**src/rtl/attr_pkg.sv**
```systemverilog
package attr_pkg;

    localparam int DATA_W = 8;
    localparam int ATTR_W = 5;

    typedef enum logic {
        SLOT_VIDEO = 1'b0,
        SLOT_CPU   = 1'b1
    } slot_e;

    typedef struct packed {
        logic       hold;
        logic       graphic;
        logic       reverse;
        logic [2:0] colour;
    } creg_t;

    function automatic logic [ATTR_W-1:0] attr_of(input creg_t c);
        return {c.graphic, c.reverse, c.colour};
    endfunction

    function automatic logic [DATA_W-1:0] io_view(input creg_t c);
        return {c.hold, 2'b00, c.graphic, c.reverse, c.colour};
    endfunction

    function automatic creg_t io_load(input logic [DATA_W-1:0] d);
        creg_t c;
        c.hold    = d[7];
        c.graphic = d[4];
        c.reverse = d[3];
        c.colour  = d[2:0];
        return c;
    endfunction

    function automatic logic in_window(input int unsigned a, input int unsigned lo,
                                       input int unsigned hi);
        return (a >= lo) && (a <= hi);
    endfunction

endpackage

```
**src/rtl/attr_slot_seq.sv**
```systemverilog
module attr_slot_seq
    import attr_pkg::*;
(
    input  logic  clk,
    input  logic  rst,
    output slot_e slot
);
    always_ff @(posedge clk) begin
        if (rst) slot <= SLOT_VIDEO;
        else     slot <= (slot == SLOT_VIDEO) ? SLOT_CPU : SLOT_VIDEO;
    end

    // the slots strictly alternate
    a_r2_alternate: assert property (@(posedge clk) disable iff (rst)
        1'b1 |=> slot != $past(slot));
endmodule

```
**src/rtl/attr_color_reg.sv**
```systemverilog
module attr_color_reg
    import attr_pkg::*;
(
    input  logic              clk,
    input  logic              rst,
    input  logic              io_wr,
    input  creg_t             io_data,
    input  logic              ld,
    input  logic [ATTR_W-1:0] ld_attr,
    output creg_t             creg
);
    always_ff @(posedge clk) begin
        if (rst) begin
            creg <= '0;
        end else if (io_wr) begin
            creg <= io_data;
        end else if (ld && !creg.hold) begin
            creg.graphic <= ld_attr[4];
            creg.reverse <= ld_attr[3];
            creg.colour  <= ld_attr[2:0];
        end
    end

    // an unheld read takes the cell's attribute and keeps the hold bit
    a_r6_load: assert property (@(posedge clk) disable iff (rst)
        (ld && !creg.hold && !io_wr) |=>
            (attr_of(creg) == $past(ld_attr)) && !creg.hold);

    // a held register does not move on reads
    a_r7_hold: assert property (@(posedge clk) disable iff (rst)
        (ld && creg.hold && !io_wr) |=> $stable(creg));
endmodule

```
**src/rtl/attr_video_latch.sv**
```systemverilog
module attr_video_latch
    import attr_pkg::*;
(
    input  logic              clk,
    input  logic              rst,
    input  logic              fetch,
    input  logic              in_win,
    input  logic [DATA_W-1:0] mem_rdata,
    input  logic [ATTR_W-1:0] atr_rdata,
    output logic [DATA_W-1:0] vid_data,
    output logic [ATTR_W-1:0] vid_attr,
    output logic              vid_valid
);
    always_ff @(posedge clk) begin
        if (rst) begin
            vid_data  <= '0;
            vid_attr  <= '0;
            vid_valid <= 1'b0;
        end else begin
            vid_valid <= fetch;
            if (fetch) begin
                vid_data <= mem_rdata;
                vid_attr <= in_win ? atr_rdata : '0;
            end
        end
    end

    // one update pulse per video slot
    a_r3_pulse: assert property (@(posedge clk) disable iff (rst)
        vid_valid |=> !vid_valid);

    // fetches outside the window carry no attribute
    a_r4_attr_zero: assert property (@(posedge clk) disable iff (rst)
        (fetch && !in_win) |=> (vid_attr == '0));
endmodule

```
**src/rtl/attr_shadow_ctrl.sv**
```systemverilog
module attr_shadow_ctrl
    import attr_pkg::*;
#(
    parameter int ADDR_W  = 16,
    parameter int ATTR_AW = 14,
    parameter int WIN_LO  = 32'h0000,
    parameter int WIN_HI  = 32'h3FFF
) (
    input  logic               clk,
    input  logic               rst,
    input  logic [ADDR_W-1:0]  cpu_addr,
    input  logic [DATA_W-1:0]  cpu_wdata,
    input  logic               cpu_rd,
    input  logic               cpu_wr,
    input  logic               cpu_io,
    output logic [DATA_W-1:0]  cpu_rdata,
    output logic               cpu_slot,
    input  logic [ADDR_W-1:0]  vid_addr,
    output logic [DATA_W-1:0]  vid_data,
    output logic [ATTR_W-1:0]  vid_attr,
    output logic               vid_valid,
    output logic [ADDR_W-1:0]  mem_addr,
    output logic [DATA_W-1:0]  mem_wdata,
    output logic               mem_we,
    input  logic [DATA_W-1:0]  mem_rdata,
    output logic [ATTR_AW-1:0] atr_addr,
    output logic [ATTR_W-1:0]  atr_wdata,
    output logic               atr_we,
    input  logic [ATTR_W-1:0]  atr_rdata
);
    slot_e slot;
    creg_t creg;
    logic  cpu_win, vid_win;
    logic  op_io_rd, op_io_wr, op_mem_rd, op_mem_wr;
    logic  unused_bits;

    attr_slot_seq u_seq (.clk(clk), .rst(rst), .slot(slot));

    assign cpu_slot  = (slot == SLOT_CPU);
    assign cpu_win   = in_window(32'(cpu_addr), WIN_LO, WIN_HI);
    assign vid_win   = in_window(32'(vid_addr), WIN_LO, WIN_HI);

    assign op_io_rd  = cpu_slot &  cpu_io & cpu_rd;
    assign op_io_wr  = cpu_slot &  cpu_io & cpu_wr;
    assign op_mem_rd = cpu_slot & ~cpu_io & cpu_rd;
    assign op_mem_wr = cpu_slot & ~cpu_io & cpu_wr;

    assign mem_addr  = cpu_slot ? cpu_addr : vid_addr;
    assign mem_wdata = cpu_wdata;
    assign mem_we    = op_mem_wr;
    assign atr_addr  = mem_addr[ATTR_AW-1:0];
    assign atr_wdata = attr_of(creg);
    assign atr_we    = op_mem_wr & cpu_win;
    assign unused_bits = ^cpu_wdata[6:5];

    attr_color_reg u_creg (
        .clk(clk), .rst(rst),
        .io_wr(op_io_wr), .io_data(io_load(cpu_wdata)),
        .ld(op_mem_rd & cpu_win), .ld_attr(atr_rdata),
        .creg(creg)
    );

    attr_video_latch u_vid (
        .clk(clk), .rst(rst),
        .fetch(!cpu_slot), .in_win(vid_win),
        .mem_rdata(mem_rdata), .atr_rdata(atr_rdata),
        .vid_data(vid_data), .vid_attr(vid_attr), .vid_valid(vid_valid)
    );

    always_ff @(posedge clk) begin
        if (rst)            cpu_rdata <= '0;
        else if (op_io_rd)  cpu_rdata <= io_view(creg);
        else if (op_mem_rd) cpu_rdata <= mem_rdata;
    end

    // no writes in the video slot
    a_r2_video_quiet: assert property (@(posedge clk) disable iff (rst)
        (slot == SLOT_VIDEO) |-> (!mem_we && !atr_we));

    // attribute writes only inside the window
    a_r9_outside: assert property (@(posedge clk) disable iff (rst)
        atr_we |-> in_window(32'(cpu_addr), WIN_LO, WIN_HI));

    // register accesses leave both memories alone
    a_r10_io_quiet: assert property (@(posedge clk) disable iff (rst)
        cpu_io |-> (!mem_we && !atr_we));

    // attribute write travels with the main write
    a_r5_paired: assert property (@(posedge clk) disable iff (rst)
        atr_we |-> (mem_we && mem_addr[ATTR_AW-1:0] == atr_addr));
endmodule

```
**config.mk**
```make
export PLATFORM = sky130hd
export DESIGN_NAME = attr_shadow_ctrl
export DESIGN_NICKNAME = d
export VERILOG_FILES = /design/src/rtl/attr_pkg.sv /design/src/rtl/attr_slot_seq.sv /design/src/rtl/attr_color_reg.sv /design/src/rtl/attr_video_latch.sv /design/src/rtl/attr_shadow_ctrl.sv
export SDC_FILE = /design/constraint.sdc
export NUM_CORES = 1
export LEC_CHECK = 0
export ABC_AREA = 1
export CAP_MARGIN = 20
export CORE_MARGIN = 4
export CORE_UTILIZATION = 55
export CTS_CLUSTER_SIZE = 12
export DETAILED_ROUTE_END_ITERATION = 16
export DONT_BUFFER_PORTS = 1
export GPL_TIMING_DRIVEN = 0
export MAX_ROUTING_LAYER = met4
export PLACE_DENSITY = 0.68
export SLEW_MARGIN = 10
export SYNTH_ARGS = -nofsm -noshare
export SYNTH_HDL_FRONTEND = slang
export SYNTH_SLANG_ARGS = --single-unit
```
**constraint.sdc**
```tcl
create_clock -name clk -period 2.75 [get_ports clk]
set_input_delay 0.55 -clock clk [delete_from_list [all_inputs] [get_ports clk]]
set_output_delay 0.55 -clock clk [all_outputs]
set_load 0.005 [all_outputs]
```
# Word-level counts from Yosys, hierarchy flattened
# Index checks and enable logic that the tools add are counted.
# word_totals
inputBits	58
wordCells	34
register_bits	29
output_inout_bits	68
# classes
n_lt_le_gt_ge	2
n_bitwise	9
n_mux	7
n_reduce_logical	6
# ops
op	n
$le 16x14->1 const B	2
$mux 16	1
$mux 8	2
$mux 5	3
$and 1x1->1	8
$reduce_bool 2->1	2
$logic_not 1->1	2
$reduce_or 2->1	1
$logic_and 1x1->1	1
$mux 1	1
$not 1->1	1

# Longest topological paths before layout
# Gate-level depths: netlist of run 1.
# depth
ltp_word	7
mapped_depth	7
ltp_nobuf	7

# Modules after synthesis
# Synthesis of run 1 repeated with hierarchy kept, for this count alone.
# hier_totals
cells_unflattened	256
hier_area_um2	1680.4
# modules_own_cells
mod	cells_per_inst	n_inst	seq_area_each_um2	area_per_inst_um2
attr_shadow_ctrl	139	1	160.2	813.3
attr_video_latch	58	1	280.3	496.7
attr_color_reg	57	1	120.1	346.6
attr_slot_seq	2	1	20.0	23.8

# Worst setup path before layout of run 1
# Ideal clock, no wire load.
# synth_path
path_kind	register to output
startpoint	register u_seq.slot
endpoint	output mem_addr[10]
path_buffers	3
required_time_ns	2.200
arrival_time_ns	1.020
path_slack_ns	1.180
stages_incl_launch_ff	7
path_cell_list	dfxtp_1 -> buf_4 -> inv_2 -> buf_2 -> nand2_1 -> nand2_1 -> buf_4
# synth_between
elab_chain_len	1
# synth_lines
item	line	text
start: declaration	attr_slot_seq.sv:6	output slot_e slot
start signal: assignment	attr_slot_seq.sv:10	else slot <= (slot == SLOT_VIDEO) ? SLOT_CPU : SLOT_VIDEO;
$mux 16	attr_shadow_ctrl.sv:48	assign mem_addr = cpu_slot ? cpu_addr : vid_addr;
end: declaration	attr_shadow_ctrl.sv:22	output logic [ADDR_W-1:0] mem_addr,
# No other way between the ends.

# Worst setup path after layout of run 1
# layout_path
startpoint	register u_seq.slot
endpoint	output mem_addr[0]
# Same word-level chain as after synthesis.

==> results of run 1 <==
## flip-flops by register name, indices dropped and copies added, names as in the netlist
signal          count
cpu_rdata           8
u_creg.creg         6
u_seq.slot          1
u_vid.vid_attr      5
u_vid.vid_data      8
## report_power, final
part           internal (mW)  switching (mW)
clock network          0.148           0.127
logic                 0.0751          0.0965
registers              0.427          0.0152
## layout by cell type, fill, tap and decap left out
cell type,netlist,routed
inv_1,13,13
o211ai_1,6,6
nand2_2,3,3
a21oi_1,9,9
inv_2,5,5
nand3_1,11,11
buf_4,29,29
clkbuf_1,2,2
bufinv_16,0,1
nor2_4,2,2
nor3_1,1,1
buf_6,1,1
dfxtp_1,28,28
o21ai_0,1,1
clkbuf_4,0,3
nand3_2,3,3
nor2_1,29,29
o21ai_1,9,9
nor2_8,1,1
nand2_1,92,92
buf_2,5,5
nor2_2,2,2
## cell type report
| type | instances | area (um^2) |
|---|---|---|
| multi-input cells | 169 | 758.2 |
| flip-flops and latches | 28 | 560.5 |
| clock inverters | 1 | 30.03 |
| clock buffers | 3 | 22.52 |
| inverters | 18 | 67.56 |
| plain buffers | 37 | 261.5 |
| fillers | 302 | 1066 |
| well taps | 31 | 38.79 |
## metrics by stage
| stage | total power, mW | util, % |
|---|---|---|
| floorplan | 0.5956 | - |
| global placement | 0.6244 | 60.12 |
| detailed placement | 0.6256 | 60.12 |
| CTS | 0.8960 | 62.00 |
| global route | 0.9359 | 62.00 |
| finish | 0.8880 | 62.00 |
## routing by layer
metal | track usage [%] | wire, um
met5 | - | 0
met4 | 4.959 | 33
met3 | 7.914 | 470
met2 | 33.82 | 1956
met1 | 24.20 | 1648
## worst max-delay path: stages (launching register included)
cell	delay [ns]
dfxtp_1	0.45
buf_4	0.22
inv_2	0.06
buf_2	0.17
nand2_1	0.07
nand2_1	0.09
buf_4	0.15
## kinds of logic (layout without fill, tap and decap cells)
logic type      Yosys count  in the layout
compound gates           25             25
simple gates            144            144
flops                    28             28
buf+inv                  55             59
## worst min path at each step
stage / from / end / cells past startpoint
2_1_floorplan: u_vid.vid_attr[0]$_SDFFE_PP0N_ / u_vid.vid_attr[0]$_SDFFE_PP0N_ / 2
3_3_place_gp: u_vid.vid_attr[0]$_SDFFE_PP0N_ / u_vid.vid_attr[0]$_SDFFE_PP0N_ / 2
3_5_place_dp: u_vid.vid_attr[0]$_SDFFE_PP0N_ / u_vid.vid_attr[0]$_SDFFE_PP0N_ / 2
4_1_cts: rst / u_seq.slot$_SDFF_PP0_ / 1
5_1_grt: rst / u_vid.vid_attr[0]$_SDFFE_PP0N_ / 1
6_report: rst / u_seq.slot$_SDFF_PP0_ / 1
==> metrics.md, run 1 <==
| Metric | Value |
|---|---|
| Rows | `19` |
| Critical R2R Capture | `u_creg.creg[2]$_SDFFE_PP0P_` |
| Flop2flop setup slack | `1.44 ns` |
| Post_cts resized | `0` |
| Antenna Cells | `0` |
| Critical Path AT | `1.56 ns` |
| TritonRoute pass-1 iters | `4` |
| R2R depth | `7` |
| Post-synth ARST share | `0%` |
| Fmax | `473.5 MHz` |
| Worst IR Drop VDD | `0.2746 mV` |
| Yosys top cell area share | `34.02%` |
| Final Cycle Share | `76.79%` |
| Non-filler cells, final | `287` |
| Vias in the first global route | `1310` |
| Status | `finished clean` |
| Boundary Pins | `126` |
| Synth Area per Inst | `6.539 um^2` |
| Clock H-tree levels | `1` |
| Clock sink total | `28` |
| RR Startpoint | `u_seq.slot$_SDFF_PP0_` |
| Synth Area in Compound Gates | `8.504%` |
| Worst setup SP type | `flip-flop` |
| Nets | `315` |
| Mapped Nets | `310` |
| Placed Area | `1687 um^2` |
| Critical Path RT | `2.20 ns` |
| Pins Over Slew Limit | `0` |
| # setup viols final | `0` |
| Post-Synth Simple-Gate Area | `37.51%` |
| Tightest Pin Transition | `0.4708 ns` |
| Post-Syn Instances | `252` |
| Post-Synth Adder-Cell Area | `0%` |
| Die Width | `62.74 um` |
| Detailed Place HPWL | `3399 um` |
| Finished layout cell area | `1739 um^2` |
| Largest net degree at the start of global routing | `17` |
| Post-route worst setup slack | `0.6382 ns` |
| Pre-CTS setup slack | `0.9989 ns` |
| Cell taking the most area after synthesis | `dfxtp_1` |
| Initial Util | `58.74%` |
| Worst setup path category | `reg2out` |
| Sequential area share after synthesis | `34.02%` |
| Port bufs | `0` |
| Ys Warns | `0` |
| Hold crit path type | `in2reg` |
| Clock Latency Late Sink | `0.34 ns` |
| Max-cap violations | `0` |
| CP max FO | `10` |
| Crit. Startpoint | `u_seq.slot$_SDFF_PP0_` |
| First-pass GRT wire length | `6479 um` |
| Post-CTS Setup Bufs | `0` |
| Hold slack | `0.2556 ns` |
| Clock skew | `0.005799 ns` |
| Post-route setup TNS | `0 ns` |
| CTS tree | `yes` |
| Main area contributors after synthesis | `dfxtp_1, nand2_1, buf_4, nor2_1, nand3_1` |
| Root Buffer | `clkbuf_4` |
| Dpl cells | `283` |
| Vias per inst | `5.105` |
| Max clock buf depth | `2` |
| Worst setup path endpoint | `mem_addr[0]` |
| Remaining DRCs | `0` |
| Die ar. | `3936 um^2` |
| EDFF count, synth | `0` |
| Power per cell area | `510.6 nW/um^2` |
| Unrepaired setup endpoints after global routing | `no` |
| Total Wirelength | `4108 um` |
| TritonCTS Buffers | `3` |
| Post-route ant nets | `0` |
| Max transition margin | `68.62%` |
| Initial antenna violation count | `0` |
| Core area | `2805 um^2` |
| Tmin final | `2.112 ns` |
| Count leader, synth | `nand2_1` |
| Critical Path Sink Type | `output pin` |
| Wirelength per Cell | `14.31 um` |
| #FFs+latches synth | `28` |
| Main synth FF type | `dfxtp_1` |
| Grt total ovfl | `0` |
| DR vias | `1465` |
| Iter 0 DRT Violations | `51` |
| Die Height | `62.74 um` |
| Share of layout cells above drive strength 1 | `21.48%` |
| Mapped Area | `1648 um^2` |
| XOR/XNOR Fraction of Synth Area | `0%` |
| Count of cell types in the netlist | `20` |
| Main combinational cell family by area after synthesis | `simple AND/OR/NAND/NOR gates` |
| Lkg Pwr | `0.8925 nW` |
| Placer congestion estimate | `0.7703` |
| Fraction of synthesized area in multiplexers | `0%` |
| Clock-pin slew on the worst setup and hold paths | `0.15 ns` |
| Gr usage total | `20.78%` |
| Area Growth Syn to Fin | `5.543%` |
| Commonest cells post-synth | `nand2_1, buf_4, nor2_1` |
| Hold Fails Final Rpt | `0` |
| CTS hold repair buffers | `0` |
No activity file was read; power rests on OpenSTA's default activity.
==> run 2, diff against run 1 <==
--- a/config.mk
+++ b/config.mk
@@ -14,7 +14,7 @@
 export DONT_BUFFER_PORTS = 1
 export GPL_TIMING_DRIVEN = 0
 export MAX_ROUTING_LAYER = met4
-export PLACE_DENSITY = 0.68
+export PLACE_DENSITY = 0.71
 export SLEW_MARGIN = 10
 export SYNTH_ARGS = -nofsm -noshare
 export SYNTH_HDL_FRONTEND = slang
==> constraint.sdc (replaced) <==
create_clock -name clk -period 1.84 [get_ports clk]
set_input_delay 0.368 -clock clk [delete_from_list [all_inputs] [get_ports clk]]
set_output_delay 0.368 -clock clk [all_outputs]
set_load 0.005 [all_outputs]
==> metrics.md, run 2 (synthesis gave the netlist of run 1 again) <==
| Metric | Value |
|---|---|
| Status | `finished clean` |
| Clock power frac | `30.3% (-0.6 points)` |
| Biggest regs | `cpu_rdata: 8 flops, u_vid.vid_data: 8 flops, u_creg.creg: 6 flops` |
| Net switching share of the total power | `26.75% (-0.083 points)` |
| Clock skew | `0.004110 ns (-0.001689 ns)` |
| Max clock buf depth | `2 (unchanged)` |
| Hold depth | `1 (unchanged)` |
| Most frequent cells in the layout | `nand2_1, buf_4, nor2_1` |
| Clock-pin slew on the worst setup and hold paths | `0.15 ns (about the same)` |
| Comb power frac | `20.3% (+1.0 points)` |
| Largest net degree at the start of global routing | `17 (unchanged)` |
| Placer congestion estimate | `0.7554 (-1.9%)` |
| Critical Path Sink Type | `output pin` |
| # setup viols final | `0 (unchanged)` |
| Clock sink total | `28 (unchanged)` |
| Gr usage total | `20.78% (about the same)` |
| Grt met2 use | `32.76% (-1.1 points)` |
| Clock Latency Late Sink | `0.33 ns (about the same)` |
| Critical Path AT | `1.38 ns (-0.18 ns)` |
| Worst setup path category | `reg2out` |
| First-pass GRT wire length | `6492 um (+0.20%)` |
| Tightest Pin Transition | `0.4489 ns (-0.02185 ns)` |
| Worst setup SP type | `flip-flop` |
| TritonCTS Buffers | `3 (unchanged)` |
| Critical R2R Capture | `u_creg.creg[1]$_SDFFE_PP0P_` |
| Fmax | `571.2 MHz` |
| Lkg Pwr | `0.9066 nW (+1.6%)` |
| Nets | `316 (+0.32%)` |
| Die Height | `62.74 um (unchanged)` |
| Iter 0 DRT Violations | `53 (+3.9%)` |
| Die Width | `62.74 um (unchanged)` |
| Remaining DRCs | `0 (unchanged)` |
| Met1 usage | `24.64% (+0.44 points)` |
| Area Growth Syn to Fin | `8.200%` |
| Core area | `2805 um^2 (unchanged)` |
| Vias per inst | `5.160 (+1.1%)` |
| Hold crit path type | `in2reg` |
| Max-cap violations | `0 (unchanged)` |
| R2R depth | `6 (-1)` |
| Port bufs | `0 (unchanged)` |
| Most common cell after layout, fill and taps aside | `nand2_1` |
| Internal power | `0.9812 mW (+51%)` |
| TritonRoute pass-1 iters | `4 (unchanged)` |
| Post-route setup TNS | `0 ns (unchanged)` |
| CP max FO | `10 (unchanged)` |
| Rows | `19 (unchanged)` |
| Boundary Pins | `126 (unchanged)` |
| Filler Cell Count | `260 (-14%)` |
| CTS tree | `yes` |
| Hold slack | `0.06529 ns (-0.1903 ns)` |
| Worst IR Drop VDD | `0.4839 mV (+76%)` |
| Vias in the first global route | `1363 (+4.0%)` |
| RR Startpoint | `u_seq.slot$_SDFF_PP0_` |
| Min-Delay Endpoint | `u_seq.slot$_SDFF_PP0_` |
| Pins Over Slew Limit | `0 (unchanged)` |
| Post-route ant nets | `0 (unchanged)` |
| Hold Startpoint | `rst` |
| GR Layer Usage met3 | `9.532% (+1.6 points)` |
| Hold Fails Final Rpt | `0 (unchanged)` |
| GR peak layer | `met2` |
| Grt total ovfl | `0 (unchanged)` |
| Total Wirelength | `4191 um (+2.0%)` |
| Antenna Cells | `0 (unchanged)` |
| NetSw | `0.3583 mW (+50%)` |
| Initial Util | `58.74% (unchanged)` |
| Sequential power share | `49.4% (-0.4 points)` |
| Wirelength per Cell | `14.55 um (+1.7%)` |
| Detailed Place HPWL | `3415 um (+0.47%)` |
| Clock H-tree levels | `1 (unchanged)` |
| Critical Path RT | `1.47 ns (-0.73 ns)` |
| Final Cycle Share | `95.15%` |
| Flop2flop setup slack | `0.67 ns (-0.77 ns)` |
| Power per cell area | `751.3 nW/um^2 (+47%)` |
| Initial antenna violation count | `0 (unchanged)` |
| Share of layout cells above drive strength 1 | `22.96% (+1.5 points)` |
| Tmin final | `1.751 ns` |
| Max transition margin | `70.07% (+1.5 points)` |
| Unrepaired setup endpoints after global routing | `no` |
| DR vias | `1486 (+1.4%)` |
| Die ar. | `3936 um^2 (unchanged)` |
| Root Buffer | `clkbuf_4` |
run 2: stage by stage:
| step | std cells | util [%] | total power, mW | area, um^2 | worst slack (ns) |
|---|---|---|---|---|---|
| 6_report | 288 | 63.56 | 1.339 | 1783 | 0.08921 |
| 5_1_grt | 288 | 63.56 | 1.409 | 1783 | 0.007725 |
| 4_1_cts | 287 | 62.53 | 1.339 | 1754 | 0.02703 |
| 3_5_place_dp | 283 | 60.12 | 0.9349 | 1687 | 0.2522 |
| 3_3_place_gp | 283 | 60.12 | 0.9309 | 1687 | 0.2825 |
| 2_1_floorplan | 252 | - | 0.8901 | 1648 | 0.4518 |
run 2: power groups by stage:
stage / logic (mW) / clock network (mW) / registers (mW)
floorplan: 0.221 / 0 / 0.669
global placement: 0.257 / 0 / 0.674
detailed placement: 0.260 / 0 / 0.675
CTS: 0.265 / 0.413 / 0.662
global route: 0.304 / 0.439 / 0.666
finish: 0.272 / 0.406 / 0.661
run 2: repair_timing:
item / 4_1_cts / 5_1_grt
gates cloned: 0 / 1
resized for setup: 6 / 9
hold buffers: 0 / 0
setup buffers: 0 / 0
endpoints found under the setup margin: 15 / 14
run 2: per-layer routing:
metal  routed length [um]  up-vias  share of wire (%)
met2                 1964       70                 47
met1                 1733      647                 41
met5                    0        -                  0
li1                     -      767                  -
met3                  472        2                 11
met4                   21        0               0.50
run 2: area by class of cell:
type | count | area (um^2) | share of cell area, %
repair buffers | 1 | 7.507 | 0.4211
multi-input cells | 169 | 763.2 | 42.81
well taps | 31 | 38.79 | 2.175
flip-flops and latches | 28 | 564.3 | 31.65
clock buffers | 3 | 22.52 | 1.263
plain buffers | 37 | 286.5 | 16.07
clock inverters | 1 | 30.03 | 1.684
inverters | 18 | 70.07 | 3.930
run 2: how the worst max path moves through the flow:
| stage | from | to | slack, ns |
|---|---|---|---|
| 6_report | u_seq.slot$_SDFF_PP0_ | mem_addr[5] | 0.09 |
| 5_1_grt | u_seq.slot$_SDFF_PP0_ | mem_addr[10] | 0.008 |
| 4_1_cts | u_seq.slot$_SDFF_PP0_ | mem_addr[11] | 0.03 |
| 3_5_place_dp | u_seq.slot$_SDFF_PP0_ | mem_addr[11] | 0.25 |
| 3_3_place_gp | u_seq.slot$_SDFF_PP0_ | mem_addr[10] | 0.28 |
| 2_1_floorplan | u_seq.slot$_SDFF_PP0_ | mem_addr[10] | 0.45 |
run 2: critical path, stage by stage (launching register included):
cell     delay [ns]
dfxtp_4        0.42
buf_8          0.15
inv_4          0.05
buf_4          0.15
nand2_1        0.06
nand2_1        0.08
buf_4          0.15
